File: config.mk
export PLATFORM = sky130hd
export DESIGN_NAME = pin_bank_restorer
export DESIGN_NICKNAME = d
export VERILOG_FILES = /design/src/rtl/pbr_pkg.sv /design/src/rtl/pbr_pin_rule.sv /design/src/rtl/pbr_snapshot.sv /design/src/rtl/pbr_seq.sv /design/src/rtl/pin_bank_restorer.sv
export SDC_FILE = /design/constraint.sdc
export NUM_CORES = 1
export LEC_CHECK = 0
export BUFFER_PORTS_ARGS = -buffer_cell sky130_fd_sc_hd__buf_2
export CAP_MARGIN = 10
export CORE_AREA = 4 4 126 128
export CTS_BUF_LIST = sky130_fd_sc_hd__clkbuf_4 sky130_fd_sc_hd__clkbuf_8
export DETAILED_ROUTE_END_ITERATION = 16
export DIE_AREA = 0 0 130 132
export GPL_TIMING_DRIVEN = 0
export PLACE_DENSITY = 0.76
export SLEW_MARGIN = 0
export SYNTH_ARGS = -nofsm -noshare
export SYNTH_HDL_FRONTEND = slang
export SYNTH_HIERARCHICAL = 1
export SYNTH_SLANG_ARGS = --single-unit
export TNS_END_PERCENT = 10
File: constraint.sdc
create_clock -name clk -period 2.6 [get_ports clk]
set_clock_uncertainty 0.1 [all_clocks]
set_input_delay 0.13 -clock clk [delete_from_list [all_inputs] [get_ports clk]]
set_output_delay 0.13 -clock clk [all_outputs]
set_load 0.05 [all_outputs]
File: src/rtl/pbr_pkg.sv
package pbr_pkg;

  // one-hot state indices
  localparam int ST_IDLE    = 0;
  localparam int ST_SV_CFG  = 1;
  localparam int ST_SV_DAT  = 2;
  localparam int ST_SV_PUP  = 3;
  localparam int ST_RS_RD   = 4;
  localparam int ST_RS_CFG1 = 5;
  localparam int ST_RS_DAT  = 6;
  localparam int ST_RS_CFG2 = 7;
  localparam int ST_RS_PUP  = 8;
  localparam int ST_COUNT   = 9;

  typedef logic [ST_COUNT-1:0] st_vec_t;

  localparam logic [1:0] MODE_IN  = 2'd0;
  localparam logic [1:0] MODE_OUT = 2'd1;

  function automatic st_vec_t st_bit(input int idx);
    st_vec_t v;
    v      = '0;
    v[idx] = 1'b1;
    return v;
  endfunction

  function automatic logic mode_is_sfn(input logic [1:0] m);
    return m[1];
  endfunction

  // pin takes its saved mode in the early mode write
  function automatic logic early_apply(input logic [1:0] was, input logic [1:0] want);
    return (was != want) && !(mode_is_sfn(was) && mode_is_sfn(want)) && (want != MODE_OUT);
  endfunction

endpackage

File: src/rtl/pbr_pin_rule.sv
module pbr_pin_rule #(
  parameter int PINS = 16,
  parameter bit WIDE = 1'b1,
  localparam int W = PINS * (WIDE ? 2 : 1)
) (
  input  logic [W-1:0] old_cfg,
  input  logic [W-1:0] new_cfg,
  output logic [W-1:0] first_cfg
);
  import pbr_pkg::*;

  generate
    if (WIDE) begin : g_wide
      for (genvar p = 0; p < PINS; p++) begin : g_pin
        logic take_new;
        assign take_new          = early_apply(old_cfg[2*p +: 2], new_cfg[2*p +: 2]);
        assign first_cfg[2*p +: 2] = take_new ? new_cfg[2*p +: 2] : old_cfg[2*p +: 2];
      end
    end else begin : g_narrow
      // every pin headed for special function gets there before data moves
      assign first_cfg = old_cfg | new_cfg;
    end
  endgenerate

endmodule

File: src/rtl/pbr_snapshot.sv
module pbr_snapshot #(
  parameter int W = 32
) (
  input  logic         clk,
  input  logic         rst,
  input  logic         ld_cfg,
  input  logic         ld_dat,
  input  logic         ld_pup,
  input  logic [W-1:0] din,
  output logic [W-1:0] sv_cfg,
  output logic [W-1:0] sv_dat,
  output logic [W-1:0] sv_pup
);

  always_ff @(posedge clk) begin
    if (rst) begin
      sv_cfg <= '0;
      sv_dat <= '0;
      sv_pup <= '0;
    end else begin
      if (ld_cfg) sv_cfg <= din;
      if (ld_dat) sv_dat <= din;
      if (ld_pup) sv_pup <= din;
    end
  end

endmodule

File: src/rtl/pbr_seq.sv
module pbr_seq #(
  parameter int W  = 32,
  parameter bit WIDE = 1'b1,
  parameter int AW = 4,
  parameter logic [AW-1:0] OFS_CFG = 'd0,
  parameter logic [AW-1:0] OFS_DAT = 'd1,
  parameter logic [AW-1:0] OFS_PUP = 'd2
) (
  input  logic          clk,
  input  logic          rst,
  input  logic          start_save,
  input  logic          start_restore,
  input  logic          bus_ready,
  input  logic [W-1:0]  first_cfg,
  input  logic [W-1:0]  sv_cfg,
  input  logic [W-1:0]  sv_dat,
  input  logic [W-1:0]  sv_pup,
  output logic          ld_cfg,
  output logic          ld_dat,
  output logic          ld_pup,
  output logic          bus_req,
  output logic          bus_we,
  output logic [AW-1:0] bus_addr,
  output logic [W-1:0]  bus_wdata,
  output logic          busy,
  output logic          done
);
  import pbr_pkg::*;

  st_vec_t        st_q, nxt_st;
  logic           req_q, nxt_req;
  logic           we_q, nxt_we;
  logic [AW-1:0]  addr_q, nxt_addr;
  logic [W-1:0]   wdata_q, nxt_wdata;
  logic           done_q, nxt_done;
  logic           accept;

  assign accept = req_q && bus_ready;
  assign ld_cfg = st_q[ST_SV_CFG] && accept;
  assign ld_dat = st_q[ST_SV_DAT] && accept;
  assign ld_pup = st_q[ST_SV_PUP] && accept;

  always_comb begin
    nxt_st    = st_q;
    nxt_req   = req_q;
    nxt_we    = we_q;
    nxt_addr  = addr_q;
    nxt_wdata = wdata_q;
    nxt_done  = 1'b0;
    if (st_q[ST_IDLE]) begin
      if (start_save) begin
        nxt_st = st_bit(ST_SV_CFG); nxt_req = 1'b1; nxt_we = 1'b0; nxt_addr = OFS_CFG;
      end else if (start_restore) begin
        nxt_st = st_bit(ST_RS_RD);  nxt_req = 1'b1; nxt_we = 1'b0; nxt_addr = OFS_CFG;
      end
    end else if (accept) begin
      if (st_q[ST_SV_CFG]) begin
        nxt_st = st_bit(ST_SV_DAT); nxt_we = 1'b0; nxt_addr = OFS_DAT;
      end else if (st_q[ST_SV_DAT] && WIDE) begin
        nxt_st = st_bit(ST_SV_PUP); nxt_we = 1'b0; nxt_addr = OFS_PUP;
      end else if (st_q[ST_RS_RD]) begin
        nxt_st = st_bit(ST_RS_CFG1); nxt_we = 1'b1; nxt_addr = OFS_CFG; nxt_wdata = first_cfg;
      end else if (st_q[ST_RS_CFG1]) begin
        nxt_st = st_bit(ST_RS_DAT);  nxt_we = 1'b1; nxt_addr = OFS_DAT; nxt_wdata = sv_dat;
      end else if (st_q[ST_RS_DAT]) begin
        nxt_st = st_bit(ST_RS_CFG2); nxt_we = 1'b1; nxt_addr = OFS_CFG; nxt_wdata = sv_cfg;
      end else if (st_q[ST_RS_CFG2] && WIDE) begin
        nxt_st = st_bit(ST_RS_PUP);  nxt_we = 1'b1; nxt_addr = OFS_PUP; nxt_wdata = sv_pup;
      end else begin
        nxt_st   = st_bit(ST_IDLE);
        nxt_req  = 1'b0;
        nxt_we   = 1'b0;
        nxt_done = 1'b1;
      end
    end
  end

  always_ff @(posedge clk) begin
    if (rst) begin
      st_q    <= st_bit(ST_IDLE);
      req_q   <= 1'b0;
      we_q    <= 1'b0;
      addr_q  <= '0;
      wdata_q <= '0;
      done_q  <= 1'b0;
    end else begin
      st_q    <= nxt_st;
      req_q   <= nxt_req;
      we_q    <= nxt_we;
      addr_q  <= nxt_addr;
      wdata_q <= nxt_wdata;
      done_q  <= nxt_done;
    end
  end

  assign bus_req   = req_q;
  assign bus_we    = we_q;
  assign bus_addr  = addr_q;
  assign bus_wdata = wdata_q;
  assign busy      = ~st_q[ST_IDLE];
  assign done      = done_q;

  assert_idle_quiet_R1: assert property (@(posedge clk) disable iff (rst)
    !busy |-> !bus_req);

  assert_hold_until_ready_R7: assert property (@(posedge clk) disable iff (rst)
    (bus_req && !bus_ready) |=> (bus_req && $stable(bus_we) && $stable(bus_addr) && $stable(bus_wdata)));

  assert_done_single_R8: assert property (@(posedge clk) disable iff (rst)
    done |=> !done);

  assert_done_after_accept_R8: assert property (@(posedge clk) disable iff (rst)
    done |-> $past(bus_req && bus_ready));

  assert_state_onehot_R8: assert property (@(posedge clk) disable iff (rst)
    $countones(st_q) == 1);

  generate
    if (!WIDE) begin : g_narrow_chk
      assert_no_pullup_access_R6: assert property (@(posedge clk) disable iff (rst)
        bus_req |-> (bus_addr != OFS_PUP));
    end
  endgenerate

endmodule

File: src/rtl/pin_bank_restorer.sv
module pin_bank_restorer #(
  parameter int PINS = 16,
  parameter bit WIDE = 1'b1,
  parameter int AW   = 4,
  parameter logic [AW-1:0] OFS_CFG = 'd0,
  parameter logic [AW-1:0] OFS_DAT = 'd1,
  parameter logic [AW-1:0] OFS_PUP = 'd2,
  localparam int W = PINS * (WIDE ? 2 : 1)
) (
  input  logic          clk,
  input  logic          rst,
  input  logic          start_save,
  input  logic          start_restore,
  output logic          busy,
  output logic          done,
  output logic          bus_req,
  output logic          bus_we,
  output logic [AW-1:0] bus_addr,
  output logic [W-1:0]  bus_wdata,
  input  logic [W-1:0]  bus_rdata,
  input  logic          bus_ready
);

  logic [W-1:0] first_cfg, sv_cfg, sv_dat, sv_pup;
  logic         ld_cfg, ld_dat, ld_pup;

  pbr_pin_rule #(.PINS(PINS), .WIDE(WIDE)) u_rule (
    .old_cfg   (bus_rdata),
    .new_cfg   (sv_cfg),
    .first_cfg (first_cfg)
  );

  pbr_snapshot #(.W(W)) u_snap (
    .clk    (clk),
    .rst    (rst),
    .ld_cfg (ld_cfg),
    .ld_dat (ld_dat),
    .ld_pup (ld_pup),
    .din    (bus_rdata),
    .sv_cfg (sv_cfg),
    .sv_dat (sv_dat),
    .sv_pup (sv_pup)
  );

  pbr_seq #(
    .W(W), .WIDE(WIDE), .AW(AW),
    .OFS_CFG(OFS_CFG), .OFS_DAT(OFS_DAT), .OFS_PUP(OFS_PUP)
  ) u_seq (
    .clk           (clk),
    .rst           (rst),
    .start_save    (start_save),
    .start_restore (start_restore),
    .bus_ready     (bus_ready),
    .first_cfg     (first_cfg),
    .sv_cfg        (sv_cfg),
    .sv_dat        (sv_dat),
    .sv_pup        (sv_pup),
    .ld_cfg        (ld_cfg),
    .ld_dat        (ld_dat),
    .ld_pup        (ld_pup),
    .bus_req       (bus_req),
    .bus_we        (bus_we),
    .bus_addr      (bus_addr),
    .bus_wdata     (bus_wdata),
    .busy          (busy),
    .done          (done)
  );

  // a pull-up capture never happens outside a save in the wide variant
  assert_pup_capture_R2: assert property (@(posedge clk) disable iff (rst)
    ld_pup |-> (WIDE && busy && !bus_we));

endmodule

-- Word-level counts from Yosys, hierarchy flattened
Index checks and enable logic that the tools add are counted.
- equality and inequality tests: 39
- mux-type cells: 61
- bitwise gates (word level): 4
- reduce and logical (&&, ||, !) cells: 76
- operators with widths (operator ; number):
    two-way mux 32 bit ; 4
    two-way mux 8 bit ; 9
    logical AND 1 bit ; 52
    two-way mux 4 bit ; 10
    two-way mux 2 bit ; 16
    != test 2 x 1 -> 1 bit, second input constant ; 16
    != test 2 bit ; 16
    two-way mux 1 bit ; 22
    logical NOT 1 bit ; 16
    != test 2 bit, second input constant ; 6
    AND reduction 8 bit ; 1
    OR reduction 8 bit ; 1
    nonzero test 7 bit ; 1
    AND reduction 5 bit ; 1
    inverter 1 bit ; 4
    nonzero test 4 bit ; 1
    != test 3 bit, second input constant ; 1
    AND reduction 3 bit ; 1
    AND reduction 2 bit ; 1
    nonzero test 2 bit ; 1
- flip-flop bits (word level): 143
- input bits: 37
- output and inout port bits: 40
- logic and storage cells: 190

-- Longest topological paths before layout
Gate-level depths: netlist (run 1).
- depth after elaboration: 8
- mapped depth: 8
- depth with buffers taken out: 8

-- By module
Netlist (run 1), hierarchy kept.
- by module, submodules not included (module ; times used ; cells an instance ; area each (µm²) ; seq. area each (µm²)):
    pbr_snapshot ; 1 ; 311 ; 3544.6 ; 1921.8
    pbr_seq ; 1 ; 350 ; 2708.8 ; 900.9
    pbr_pin_rule ; 1 ; 159 ; 1059.8 ; 0.0

-- Worst setup path before layout (run 1)
Ideal clock, no wire load.
- kind: register -> register
- from: reg u_seq.req_q, in the netlist u_seq/bus_req
- to: reg u_seq.addr_q[0], in the netlist u_seq/bus_addr[0]
- library setup time: 121 ps
- arrival time: 1789 ps
- required time: 2379 ps
- path slack: 590 ps
- stages on the path, launching flop included: 5
- path buffers: 0
- clock period less this slack: 2010 ps
- cell sequence: dfxtp_1 -> and2_0 -> o22ai_1 -> a31oi_1 -> mux2_2
- word-level cells in the longest chain between the ends: 3
- RTL lines (element ; RTL line ; text):
    from (decl) ; pbr_seq.sv:31 ; logic req_q, nxt_req;
    from (signal assigned) ; pbr_seq.sv:88 ; req_q <= nxt_req;
    logical AND 1 bit ; pbr_seq.sv:38 ; assign accept = req_q && bus_ready;
    nonzero test 2 bit (no line) ; - ;
    AND reduction 3 bit (no line) ; - ;
    to (signal assigned) ; pbr_seq.sv:90 ; addr_q <= nxt_addr;
    to (decl) ; pbr_seq.sv:33 ; logic [AW-1:0] addr_q, nxt_addr;
Every way passes these cells.
A chain may end at the register's enable or synchronous reset.

-- Worst setup path in the final report (run 1)
- from: reg u_seq.st_q[4]
- to: reg u_seq.wdata_q[25], in the netlist u_seq/bus_wdata[25]
- word-level cells in the longest chain between the ends: 2
- elaborated cells between the ends (all ways): 3
- those cells by class: mux: 1; reduce/logical: 2
- RTL lines (element ; RTL line ; text):
    from (decl) ; pbr_seq.sv:30 ; st_vec_t st_q, nxt_st;
    from (signal assigned) ; pbr_seq.sv:80 ; st_q <= st_bit(ST_IDLE);
    from (signal assigned) ; pbr_seq.sv:87 ; st_q <= nxt_st;
    nonzero test 4 bit (no line) ; - ;
    AND reduction 5 bit (no line) ; - ;
    to (signal assigned) ; pbr_seq.sv:91 ; wdata_q <= nxt_wdata;
    to (decl) ; pbr_seq.sv:34 ; logic [W-1:0] wdata_q, nxt_wdata;
Parallel ways exist; a longest one is shown, timed or not.

==> metrics.md, run 1 <==
| Metric | Value |
|---|---|
| Ys flop type | dfxtp_1 |
| Routability-driven placement congestion ratio | 0.850 |
| Unique cell type count in the Yosys netlist | 47 |
| Power per standard cell area | between 500 and 600 nW/µm² |
| Crit path cell chain | buf_6 -> nor2_1 -> clkbuf_1 -> a222oi_1 -> nand3_1 -> a21oi_1 |
| Total buffers and inverters traversed by the critical path | 2 |
| TritonCTS clock tree | built |
| Ports | 77 |
| Synthesis-stage register bit count | between 100 and 150 |
| Layout net count | approximately 1,000 |
| Peak supply drop | ~0.30 mV |
| Rows | 45 |
| Clock root buffer master | clkbuf_8 |
| Proportion of synthesized area in mux cells | 16.6% |
| Post-synthesis sequential area ratio | between 30% and 40% |
| Critical path class | flop to flop |
| Buffers added on ports | 73 |
| Width of the die | 130 µm |
| Number of global-route vias before repair | roughly 5,900 |
| Die Height | around 130 µm |
| Share of post-route cells with drive strength above 1 | 16.3% |
| Peak-usage layer in the global routing report | met2 |
| Worst slew margin relative to its limit | between 30% and 40% |
| Highest attainable clock frequency | 0.430 GHz |
| Average size of a mapped cell | roughly 8.9 µm² |
| Asr flop ratio synth | 0% |
| Data arrival, critical path | roughly 2.5 ns |
| GRT Total Usage | around 22% |
| GR Layer Usage met3 | about 4.5% |
| Summed negative setup slack over all endpoints | 0 ns |
| Number of detailed-routing iterations run before antenna repair | 7 |
| Per-cell via count in the routed design | around 5.6 |
| Relative contribution of the clock network to total power | between 40% and 50% |
| Delay of the slowest cell on the worst path | roughly 0.61 ns |
| # H-tree levels | 4 |
| Outcome | complete, no violations |
| Power share of the sequential group | between 40 and 50% |
| Clock sink count | roughly 140 |
| LEAKAGE | between 3 and 4 nW |
| Fraction of power consumed by combinational cells | ~9% |
| Adder and majority gate portion of the synthesized area | under 10% |
| Core Box Area | 14,900 µm² |
| Final design area excluding fillers | around 8700 µm² |
| Category of the worst setup path launch point | flop |
| Placed instance area | 7920 µm² |
| Number of setup violations in the final report | 0 |
| Number of buffers inserted to repair setup after CTS | 0 |
| Internal power of the cells | roughly 3.4 mW |
| Placed wire-length estimate | ~13,000 µm |
| Total Routed Length | approximately 19,000 µm |
| Slowest cell on crit path | clkbuf_1 |
| Number of antenna violations at the first check in global routing | 0 |
| Critical Path Sink Type | flop |
| Simple-gate share of the synthesized area | between 15 and 20% |
| CTS clock-pin slew for the worst setup and hold paths | around 0.08 ns |
| Antenna diodes | 0 |
| Global-route met2 utilization | 34.1% |
| Combinational family with the most area after synthesis | simple AND/OR/NAND/NOR gates |
| Yosys Warn Count | 6 |
| Worst slew pin tran | roughly 1.0 ns |
| Number of buffers between clock root and the deepest sink | 2 |
| Antenna Violating Nets Remaining | 0 |
| Net Sw Power | 1.11 mW |
| Min Clock Period, post-route | between 2 and 2.5 ns |
| Switching Fraction | between 20 and 25% |
| Vias | between 6,000 and 7,000 |
| Number of maximum-capacitance violations | 0 |
| Top cell family by delay on the critical path | buffers and inverters |
| Instance count of the mapped netlist | roughly 800 |
| Global-route wire length before repair | about 31,000 µm |
| Maximum number of pins on one net before global-route repair | 17 |
| Starting Density | between 40% and 50% |
| Clock Latency Late Sink | 0.45 ns |
| Post-synthesis share of cell area spent on xor and xnor gates | 0% |
| RSZ-0062 raised after global routing | false |
| Total overflow reported by the global router | 0 |
| Number of hold violations in the final report | 0 |
| Count of cells resized by post-cts repair | 0 |
| Final count of pins violating max slew | 0 |
| Number of synthesized flops with an enable pin | 0 |
| Total CTS buffers | 17 |
| Average routed wire per standard cell | ~17 µm |
| Cell area after synthesis | 7310 µm² |
| GR Layer Usage met1 | a little under a third |
| Area Growth Syn to Fin | 19.1% |
| Required time of the critical path | approximately 2.8 ns |
| Die area | about 17,000 µm² |
| Critical-path maximum fanout | 10 |
| Complex-gate fraction of the synthesized area | 16.0% |
| Portion of the clock cycle consumed by the worst path in the final layout | between 80% and 90% |
| Number of filler cells placed in the layout | roughly 1,300 |
| Kind of path behind the tightest hold check | input pin to flop |
| Violation count after the first detailed-routing iteration | slightly above 600 |
| DRC violations left | 0 |
area by class of cell:
type / count / area (µm²) / share of cell area (%)
inverters: 53 / 199 / 2.28
clock inverters: 10 / 165 / 1.90
well taps: 188 / 235 / 2.70
clock buffers: 20 / 269 / 3.09
flip-flops and latches: 141 / 2820 / 32.4
plain buffers: 56 / 480 / 5.51
multi-input cells: 571 / 3810 / 43.8
repair buffers: 109 / 726 / 8.33
worst paths after layout:
path / startpoint / to / slack (ns) / depth (start not counted)
max: u_seq/st_q[4] / u_seq/bus_wdata[25] / 0.28 / 6
min reg2reg: u_seq/bus_wdata[17] / u_seq/bus_wdata[17] / 0.35 / 2
max reg2reg: u_seq/st_q[4] / u_seq/bus_wdata[25] / 0.28 / 6
min: rst / u_seq/bus_wdata[17] / 0.04 / 2
synth_stat cells, drive strengths merged, types with 2 or more instances:
library cell / instances / area [µm²]
a21oi: 37 / 193
a222oi: 24 / 240
a22oi: 12 / 90.1
and2: 2 / 12.5
and3: 3 / 18.8
buf: 37 / 409
clkbuf: 19 / 71.3
dfxtp: 141 / 2820
ha: 16 / 200
inv: 53 / 199
mux2i: 120 / 1200
nand2: 37 / 139
nand3: 40 / 213
nor2: 121 / 454
nor2b: 35 / 226
nor3: 3 / 20.0
nor3b: 16 / 120
o211ai: 3 / 27.5
o21ai: 65 / 329
o221a: 8 / 90.1
o22a: 16 / 141
flip-flops by register name (all words and copies together), names as in the netlist:
name / flops
u_seq/bus_wdata: 32
u_snap/sv_pup: 32
u_seq/done: 1
u_seq/bus_req: 1
u_seq/st_q: 8
u_snap/sv_cfg: 32
u_seq/bus_addr: 2
u_snap/sv_dat: 32
u_seq/bus_we: 1
cell families after synthesis:
family | count (synthesis)
buffers and inverters | 109
adders and majority gates | 16
muxes | 121
DFF | 141
AOI/OAI and AO/OA | 172
other | 1
and+or+nand+nor | 260
per-stage QoR:
step / utilization (%) / instances / setup slack [ns] / hold slack (ns) / power (mW)
2_1_floorplan: - / 821 / 0.590 / 0.168 / 2.46
3_3_place_gp: 53.3 / 1082 / 0.363 / 0.335 / 2.60
3_5_place_dp: 53.3 / 1082 / 0.400 / 0.324 / 2.60
4_1_cts: 58.6 / 1148 / 0.389 / 0.0266 / 4.57
5_1_grt: 58.6 / 1148 / 0.197 / 0.0518 / 4.71
6_report: 58.6 / 1148 / 0.276 / 0.0397 / 4.54
layout by cell type, fill, tap and decap left out, drive strengths merged:
master       instances
nor3                 3
nor2b               35
a22oi               12
or2                  1
mux2i              120
nand2               37
ha                  16
a31oi                1
clkinvlp             3
a222oi              24
nand3               40
nand2b               1
a21oi               37
bufinv               4
and3                 3
o22a                16
o32ai                1
o221ai               1
dfxtp              141
inv                 53
o21ai               65
o211ai               3
a2bb2oi              1
buf                110
and2                 2
clkbuf              39
mux2                 1
o221a                8
o22ai                1
clkinv               3
dlygate4sd3         36
a2111oi              1
conb                 2
nor2               121
a32oi                1
nor3b               16
or4                  1
worst reg2reg max path, stage by stage, from the launching register on:
cell	delay, ns
dfxtp_1	0.31
buf_6	0.13
nor2_1	0.59
clkbuf_1	0.61
a222oi_1	0.24
nand3_1	0.15
a21oi_1	0.07
power by group through the flow:
stage | clock, mW | sequential (mW) | combinational [mW]
after floorplan | 0 | 2.25 | 0.212
after global placement | 0 | 2.24 | 0.357
after detailed placement | 0 | 2.24 | 0.362
after CTS | 1.98 | 2.19 | 0.405
after global routing | 2.08 | 2.19 | 0.445
final | 1.94 | 2.19 | 0.413
per-layer routing:
layer	part of all wire [%]	routed length (µm)
met2	46	8950
met3	8.1	1570
met1	43	8440
met4	2.3	456
met5	0	0
what timing repair did:
action | in CTS | in global routing
setup endpoints to repair | 0 | 0
hold buffers | 36 | 0
hold endpoints to repair | 100 | 0
Note: power is estimated with default switching activity, not from simulation.
==> inputs of run 2 (changes only) <==
CORE_AREA = 4 4 124 126   (was 4 4 126 128)
DIE_AREA = 0 0 128 130   (was 0 0 130 132)
PLACE_DENSITY = 0.75   (was 0.76)
SYNTH_HIERARCHICAL = default   (was 1)
clock period = 3 ns   (was 2.6 ns; I/O delays follow)
==> metrics.md, run 2 <==
| Metric | Value |
|---|---|
| Ys flop type | dfxtp_1 |
| Average size of a mapped cell | 7.99 µm² (-10%) |
| Number of hold violations in the final report | 0 (unchanged) |
| # H-tree levels | 4 (unchanged) |
| Highest attainable clock frequency | 0.475 GHz (+10%) |
| RSZ-0062 raised after global routing | false |
| Required time of the critical path | 3.27 ns (+0.45 ns) |
| Count of cells resized by post-cts repair | 0 (unchanged) |
| Final count of pins violating max slew | 0 (unchanged) |
| Unique cell type count in the Yosys netlist | 46 (-2.1%) |
| Critical-path maximum fanout | 10 (unchanged) |
| Number of synthesized flops with an enable pin | 0 (unchanged) |
| Data arrival, critical path | 2.38 ns (-0.16 ns) |
| Clock sink count | 141 (unchanged) |
| Placed insts | 1,132 (+4.6%) |
| Critical path class | flop to flop |
| Number of cell instances on the worst register-to-register path | 4 (-2) |
| LEAKAGE | 2.88 nW (-12%) |
| Number of maximum-capacitance violations | 0 (unchanged) |
| Average routed wire per standard cell | 17.3 µm (+2.0%) |
| Die area | 16,600 µm² (-3.0%) |
| Most common cell after layout, fill and taps aside | nand2_1 |
| Cell with the most instances after synthesis | nand2_1 |
| Clock Latency Late Sink | 0.46 ns (about the same) |
| Placed instance area | 7580 µm² (-4.3%) |
| Violation count after the first detailed-routing iteration | 548 (-12%) |
| Switching Fraction | 25.3% (+0.85 points) |
| Number of global-route vias before repair | 6,364 (+7.7%) |
| Cell area after synthesis | 6980 µm² (-4.6%) |
| Synthesis-stage register bit count | 141 (unchanged) |
| Hold-fix buffers at CTS | 35 (-2.8%) |
| Die Height | 130 µm (-1.5%) |
| Number of buffers inserted to repair setup after CTS | 0 (unchanged) |
| Placed wire-length estimate | 13,800 µm (+7.7%) |
| Antenna Violating Nets Remaining | 0 (unchanged) |
| Worst slew margin relative to its limit | 34.4% (+3.0 points) |
| TritonCTS clock tree | built |
| Area Growth Syn to Fin | 19.6% |
| Asr flop ratio synth | 0% (unchanged) |
| Yosys Warn Count | 0 (-6) |
| Number of buffers between clock root and the deepest sink | 2 (unchanged) |
| Most used cells in the layout excluding fill and tap cells | 234 x nand2_1, 141 x dfxtp_1, 112 x a21oi_1 |
| Number of antenna violations at the first check in global routing | 0 (unchanged) |
| Outcome | complete, no violations |
| Per-cell via count in the routed design | 5.76 (+2.2%) |
| Power per standard cell area | 463 nW/µm² (-11%) |
| Internal power of the cells | 2.89 mW (-16%) |
| Total CTS buffers | 17 (unchanged) |
| Most instantiated cells after synthesis | 234 x nand2_1, 141 x dfxtp_1, 112 x a21oi_1 |
| Vias | 6,910 (+6.7%) |
| Kind of path behind the tightest hold check | input pin to flop |
| Total overflow reported by the global router | 0 (unchanged) |
| Peak supply drop | 0.290 mV (-3.4%) |
| Net Sw Power | 979 µW (-12%) |
| Instance count of the mapped netlist | 874 (+6.6%) |
| Worst slew pin tran | 0.984 ns (-0.0455 ns) |
| Cell taking the most area after synthesis | dfxtp_1 |
| Share of Yosys cell area claimed by the top area cell type | 40.4% (+1.8 points) |
| Critical Path Source | u_seq.st_q[4] |
| Category of the worst setup path launch point | flop |
| CTS clock-pin slew for the worst setup and hold paths | 0.08 ns (about the same) |
| Critical Path Sink Type | flop |
| Final design area excluding fillers | 8350 µm² (-4.2%) |
| Buffers added on ports | 73 (unchanged) |
| Fraction of power consumed by combinational cells | 8.7% (-0.4 points) |
| Min Clock Period, post-route | 2.11 ns (-0.219 ns) |
| GRT Total Usage | 24.9% (+2.4 points) |
| DRC violations left | 0 (unchanged) |
| Width of the die | 128 µm (-1.5%) |
| Relative contribution of the clock network to total power | 42.1% (-0.6 points) |
| Routability-driven placement congestion ratio | 0.853 (+0.34%) |
| Share of post-route cells with drive strength above 1 | 17.0% (+0.79 points) |
| Worst-case register-to-register setup slack | 0.89 ns (+0.62 ns) |
| Clock root buffer master | clkbuf_8 |
| Rows | 44 (-2.2%) |
| Number of detailed-routing iterations run before antenna repair | 5 (-2) |
| Maximum number of pins on one net before global-route repair | 17 (unchanged) |
| R2r startpoint | u_seq.st_q[4] |
| Total Routed Length | 20,700 µm (+6.5%) |
| Global-route wire length before repair | 32,400 µm (+5.9%) |
| Ports | 77 (unchanged) |
| Filler-free cell count of the finished design | 1,199 (+4.4%) |
| Portion of the clock cycle consumed by the worst path in the final layout | 70.2% (-19 points) |
| Dominant cells by area after synthesis | dfxtp_1 40%, nand2_1 13%, a21oi_1 8.0%, a211oi_2 3.6%, mux2i_1 3.6% |
| Starting Density | 48.8% (-0.44 points) |
| Core Box Area | 14,300 µm² (-3.7%) |
| Summed negative setup slack over all endpoints | 0 ns (unchanged) |
| End point of the critical path | u_seq.bus_wdata[28] |
| Number of setup violations in the final report | 0 (unchanged) |
| Endpoint of the worst-slack reg-to-reg timing path | u_seq.bus_wdata[28] |
| Antenna diodes | 0 (unchanged) |
| Layout net count | 1,055 (+5.3%) |
| Power share of the sequential group | 49.2% (+1.0 points) |
| Post-synthesis sequential area ratio | 40.4% (+1.8 points) |
-- run 2: cell types whose count changed after synthesis, moves of 18 or more --
cell      change
a211oi_2     +20
nor2_1       -81
nand3_1      -36
clkbuf_1     +25
mux2i_1      -95
a222oi_1     -24
a21oi_2      +18
nand2_1     +197
inv_1        -38
a21oi_1      +77
-- run 2: how the worst min path moves through the flow --
stage,start,endpoint,cells past startpoint
floorplan,start_restore,u_seq.st_q[0],1
global placement,start_restore,u_seq.st_q[0],2
detailed placement,start_restore,u_seq.st_q[0],2
CTS,rst,u_seq.bus_req,3
global route,rst,u_seq.bus_req,3
finish,rst,u_seq.bus_req,3
-- run 2: power by group through the flow --
stage,clock network (mW),registers (mW),logic (mW)
global route,1.72,1.90,0.365
detailed placement,0,1.94,0.297
global placement,0,1.94,0.292
floorplan,0,1.96,0.160
CTS,1.65,1.90,0.333
finish,1.63,1.90,0.338
-- run 2: critical path, stage by stage (launching register included) --
cell	delay [ns]
dfxtp_1	0.44
buf_2	0.33
buf_1	0.64
o221ai_1	0.28
a211oi_2	0.23
-- run 2: cell type report --
| type | instances | area, µm² |
|---|---|---|
| fill | 1327 | 5970 |
| inverter | 15 | 56.3 |
| timing repair buffer | 108 | 716 |
| clock inverter | 12 | 143 |
| buffer | 64 | 292 |
| multi-input combinational | 655 | 3810 |
| tap | 184 | 230 |
| clock buffer | 20 | 275 |
| sequential | 141 | 2820 |
-- run 2: cell families (layout without fill, tap and decap cells) --
family / count (synthesis) / after routing / synth area share, %
simple gates: 327 / 327 / 19.8
compound gates: 270 / 270 / 26.1
flops: 141 / 141 / 40.4
buf+inv: 79 / 219 / 4.98
mux: 34 / 34 / 5.04
fa+ha+maj: 16 / 16 / 2.87
xor+xnor: 6 / 6 / 0.753
other cells: 1 / 2 / 0.0537
-- run 2: metal layers --
layer	vias up	GRT usage [%]	wire (µm)
met5	-	0	0
met4	0	10.0	511
met3	44	5.89	1590
met2	295	39.8	9530
met1	3255	32.5	9050
li1	3316	-	-
-- run 2: stage by stage --
step	power (mW)	setup slack, ns	hold slack, ns	utilization (%)
after floorplan	2.12	0.981	0.142	-
after global placement	2.24	0.981	0.257	52.9
after detailed placement	2.24	0.955	0.258	52.9
after CTS	3.88	0.921	0.0789	58.3
after global routing	3.99	0.778	0.114	58.3
final	3.86	0.894	0.121	58.3
==> inputs of run 3 (changes only) <==
ABC_AREA = 1   (was default)
CORE_AREA = 4 4 125 127   (was 4 4 124 126)
DIE_AREA = 0 0 129 131   (was 0 0 128 130)
PLACE_DENSITY = 0.78   (was 0.75)
clock period = 1.7 ns   (was 3 ns; I/O delays follow)
==> metrics.md, run 3 <==
| Metric | Value |
|---|---|
| Ports | 77 (unchanged) |
| Die Height | 131 µm (+0.77%) |
| Worst slew pin tran | 0.828 ns (-0.156 ns) |
| Worst slew margin relative to its limit | 44.8% (+10 points) |
| Delay of the slowest cell on the worst path | 0.50 ns (-0.14 ns) |
| Peak supply drop | 0.462 mV (+59%) |
| CTS clock-pin slew for the worst setup and hold paths | 0.09 ns (about the same) |
| Yosys Warn Count | 0 (unchanged) |
| Number of buffers between clock root and the deepest sink | 2 (unchanged) |
| Number of maximum-capacitance violations | 0 (unchanged) |
| RSZ-0062 raised after global routing | true |
| Dominant cells by area after synthesis | dfxtp_1 40%, nand2_1 12%, a21oi_1 12%, nand3_1 7.2%, o21ai_0 6.9% |
| Most used cells in the layout excluding fill and tap cells | 232 x nand2_1, 167 x a21oi_1, 139 x dfxtp_1 |
| Core Util, Final | 59.5% (+1.2 points) |
| Number of synthesized flops with an enable pin | 0 (unchanged) |
| Vias | 7,812 (+13%) |
| Violation count after the first detailed-routing iteration | 954 (+74%) |
| Number of hold violations in the final report | 0 (unchanged) |
| Clock root buffer master | clkbuf_8 |
| Clock sink count | 141 (unchanged) |
| Failing checks | negative setup slack |
| Clock Latency Late Sink | 0.47 ns (about the same) |
| Ys flop type | dfxtp_1 |
| Number of cells on the worst hold path | 5 (+2) |
| Category of the worst setup path launch point | flop |
| Critical path class | flop to flop |
| Cell with the most instances after synthesis | nand2_1 |
| Share of Yosys cell area claimed by the top area cell type | 39.7% (-0.76 points) |
| Min-Delay Startpoint | bus_ready |
| Placed insts | 1,310 (+16%) |
| Min Clock Period, post-route | 1.82 ns (-0.285 ns) |
| GRT Total Usage | 28.0% (+3.1 points) |
| Instance count of the mapped netlist | 1,051 (+20%) |
| Final critical-path setup slack | -0.121 ns (-1.02 ns) |
| Critical Path Source | u_seq.st_q[5] |
| Power, Total | 7.11 mW (+84%) |
| R2r startpoint | u_seq.st_q[5] |
| Worst-case register-to-register setup slack | -0.12 ns (-1.02 ns) |
| Number of antenna violations at the first check in global routing | 0 (unchanged) |
| Maximum number of pins on one net before global-route repair | 17 (unchanged) |
| Asr flop ratio synth | 0% (unchanged) |
| Most common cell after layout, fill and taps aside | nand2_1 |
| Sequential standard cell area | 2830 µm² (about the same) |
| Layout net count | 1,233 (+17%) |
| Core Box Area | 14,400 µm² (+0.77%) |
| Width of the die | 129 µm (+0.78%) |
| Total Routed Length | 23,800 µm (+15%) |
| Total CTS buffers | 17 (unchanged) |
| Portion of the clock cycle consumed by the worst path in the final layout | 107% (+37 points) |
| Most instantiated cells after synthesis | 234 x nand2_1, 167 x a21oi_1, 141 x dfxtp_1 |
| Number of cell instances on the worst register-to-register path | 6 (+2) |
| Critical-path maximum fanout | 10 (unchanged) |
| TritonCTS clock tree | built |
| Per-cell via count in the routed design | 5.67 (-1.6%) |
| Starting Density | 49.3% (+0.56 points) |
| Area Growth Syn to Fin | 20.7% |
| Crit path cell chain | buf_6 -> clkbuf_1 -> nand2_1 -> nand3_1 -> a21oi_1 -> a21oi_1 |
| Cell area after synthesis | 7110 µm² (+1.9%) |
| Filler-free cell count of the finished design | 1,377 (+15%) |
| Cell depth of the worst setup path | 6 (+2) |
| Routability-driven placement congestion ratio | 0.918 (+7.6%) |
| Number of setup violations in the final report | 10 (+10) |
| Number of filler cells placed in the layout | 1,385 (+4.4%) |
| Synthesis-stage register bit count | 141 (unchanged) |
| Kind of path behind the tightest hold check | input pin to flop |
| Power per standard cell area | 828 nW/µm² (+79%) |
| Die area | 16,900 µm² (+1.6%) |
| Cell taking the most area after synthesis | dfxtp_1 |
| Top cell family by delay on the critical path | buffers and inverters |
| LEAKAGE | 3.97 nW (+38%) |
| Number of detailed-routing iterations run before antenna repair | 7 (+2) |
| Highest attainable clock frequency | 0.549 GHz (+16%) |
| # H-tree levels | 4 (unchanged) |
| Required time of the critical path | 2.00 ns (-1.27 ns) |
| DRC violations left | 0 (unchanged) |
| Total buffers and inverters traversed by the critical path | 2 (unchanged) |
| Number of global-route vias before repair | 7,022 (+10%) |
| Share of post-route cells with drive strength above 1 | 14.1% (-3.0 points) |
| Antenna Violating Nets Remaining | 0 (unchanged) |
| Buffers added on ports | 74 (+1.4%) |
| Post-synthesis sequential area ratio | 39.7% (-0.76 points) |
| Antenna diodes | 0 (unchanged) |
| Global-route wire length before repair | 36,500 µm (+13%) |
| Data arrival, critical path | 2.12 ns (-0.26 ns) |
| Number of buffers inserted to repair setup after CTS | 0 (unchanged) |
| Outcome | complete, but fails checks |
| Multi-input logic area | 3550 µm² (-7.0%) |
| Critical Path Sink Type | flop |
| Cell with the most instances on the worst path | a21oi_1 |
| Summed negative setup slack over all endpoints | -0.391 ns (-0.391 ns) |
| Total overflow reported by the global router | 0 (unchanged) |
| Final count of pins violating max slew | 0 (unchanged) |
| Rows | 44 (unchanged) |
| Average routed wire per standard cell | 17.3 µm (+0.25%) |
| Placed wire-length estimate | 15,600 µm (+13%) |
| Slowest cell on crit path | clkbuf_1 |
| Unique cell type count in the Yosys netlist | 29 (-37%) |
| Average size of a mapped cell | 6.77 µm² (-15%) |
## run 3: kinds of logic after synthesis
family,Yosys count,synth area share (%)
and+or+nand+nor,412,25.2
AOI/OAI and AO/OA,295,21.3
adders and majority gates,16,2.81
buffers and inverters,186,11.0
other,1,0.0527
DFF,141,39.7
## run 3: repair_timing
item,4_1_cts,5_1_grt
endpoints found under the hold margin,120,0
hold buffers,35,0
gates resized for setup,10,27
cloned,0,0
endpoints found under the setup margin,36,68
pin swaps,0,1
## run 3: per-stage QoR
| stage | cell area [µm²] | hold slack [ns] | setup slack, ns |
|---|---|---|---|
| 6_report | 8590 | 0.0405 | -0.121 |
| 5_1_grt | 8590 | 0.0423 | -0.109 |
| 4_1_cts | 8520 | 0.000867 | -0.0205 |
| 3_5_place_dp | 7720 | 0.273 | -0.168 |
| 3_3_place_gp | 7720 | 0.279 | -0.181 |
| 2_1_floorplan | 7120 | 0.132 | 0.118 |
## run 3: worst paths after layout
kind,end
setup / recovery,u_seq.bus_wdata[1]
hold / removal,u_seq.st_q[5]
setup reg to reg,u_seq.bus_wdata[1]
hold reg to reg,u_snap.sv_pup[22]
## run 3: layout make-up
cell class                 instances  share of cell area [%]
clock inverter                    10                    1.60
timing repair buffer             109                    8.39
multi-input combinational        725                    41.3
buffer                            63                    4.31
inverter                         123                    5.42
sequential                       141                    32.9
clock buffer                      22                    3.38
tap                              184                    2.68
## run 3: layer usage
metal  global-route usage, %  vias up  part of all wire [%]
met5                       0        -                     0
met4                    13.7        0                   4.0
met3                    6.02       86                    11
met2                    44.6      452                    45
met1                    36.2     3560                    40
li1                        -     3714                     -
## run 3: power by group
part	internal [mW]	switching (mW)	total, mW
Combinational	0.263	0.523	0.786
Clock	1.60	1.34	2.93
Sequential	3.35	0.0477	3.39
Total	5.20	1.91	7.11
## run 3: worst min-delay path: cells and delay by family
| family | cells | cell delay (ns) |
|---|---|---|
| AOI/OAI and AO/OA | 1 | 0.05 |
| buffers and inverters | 1 | 0.10 |
| and+or+nand+nor | 3 | 0.32 |
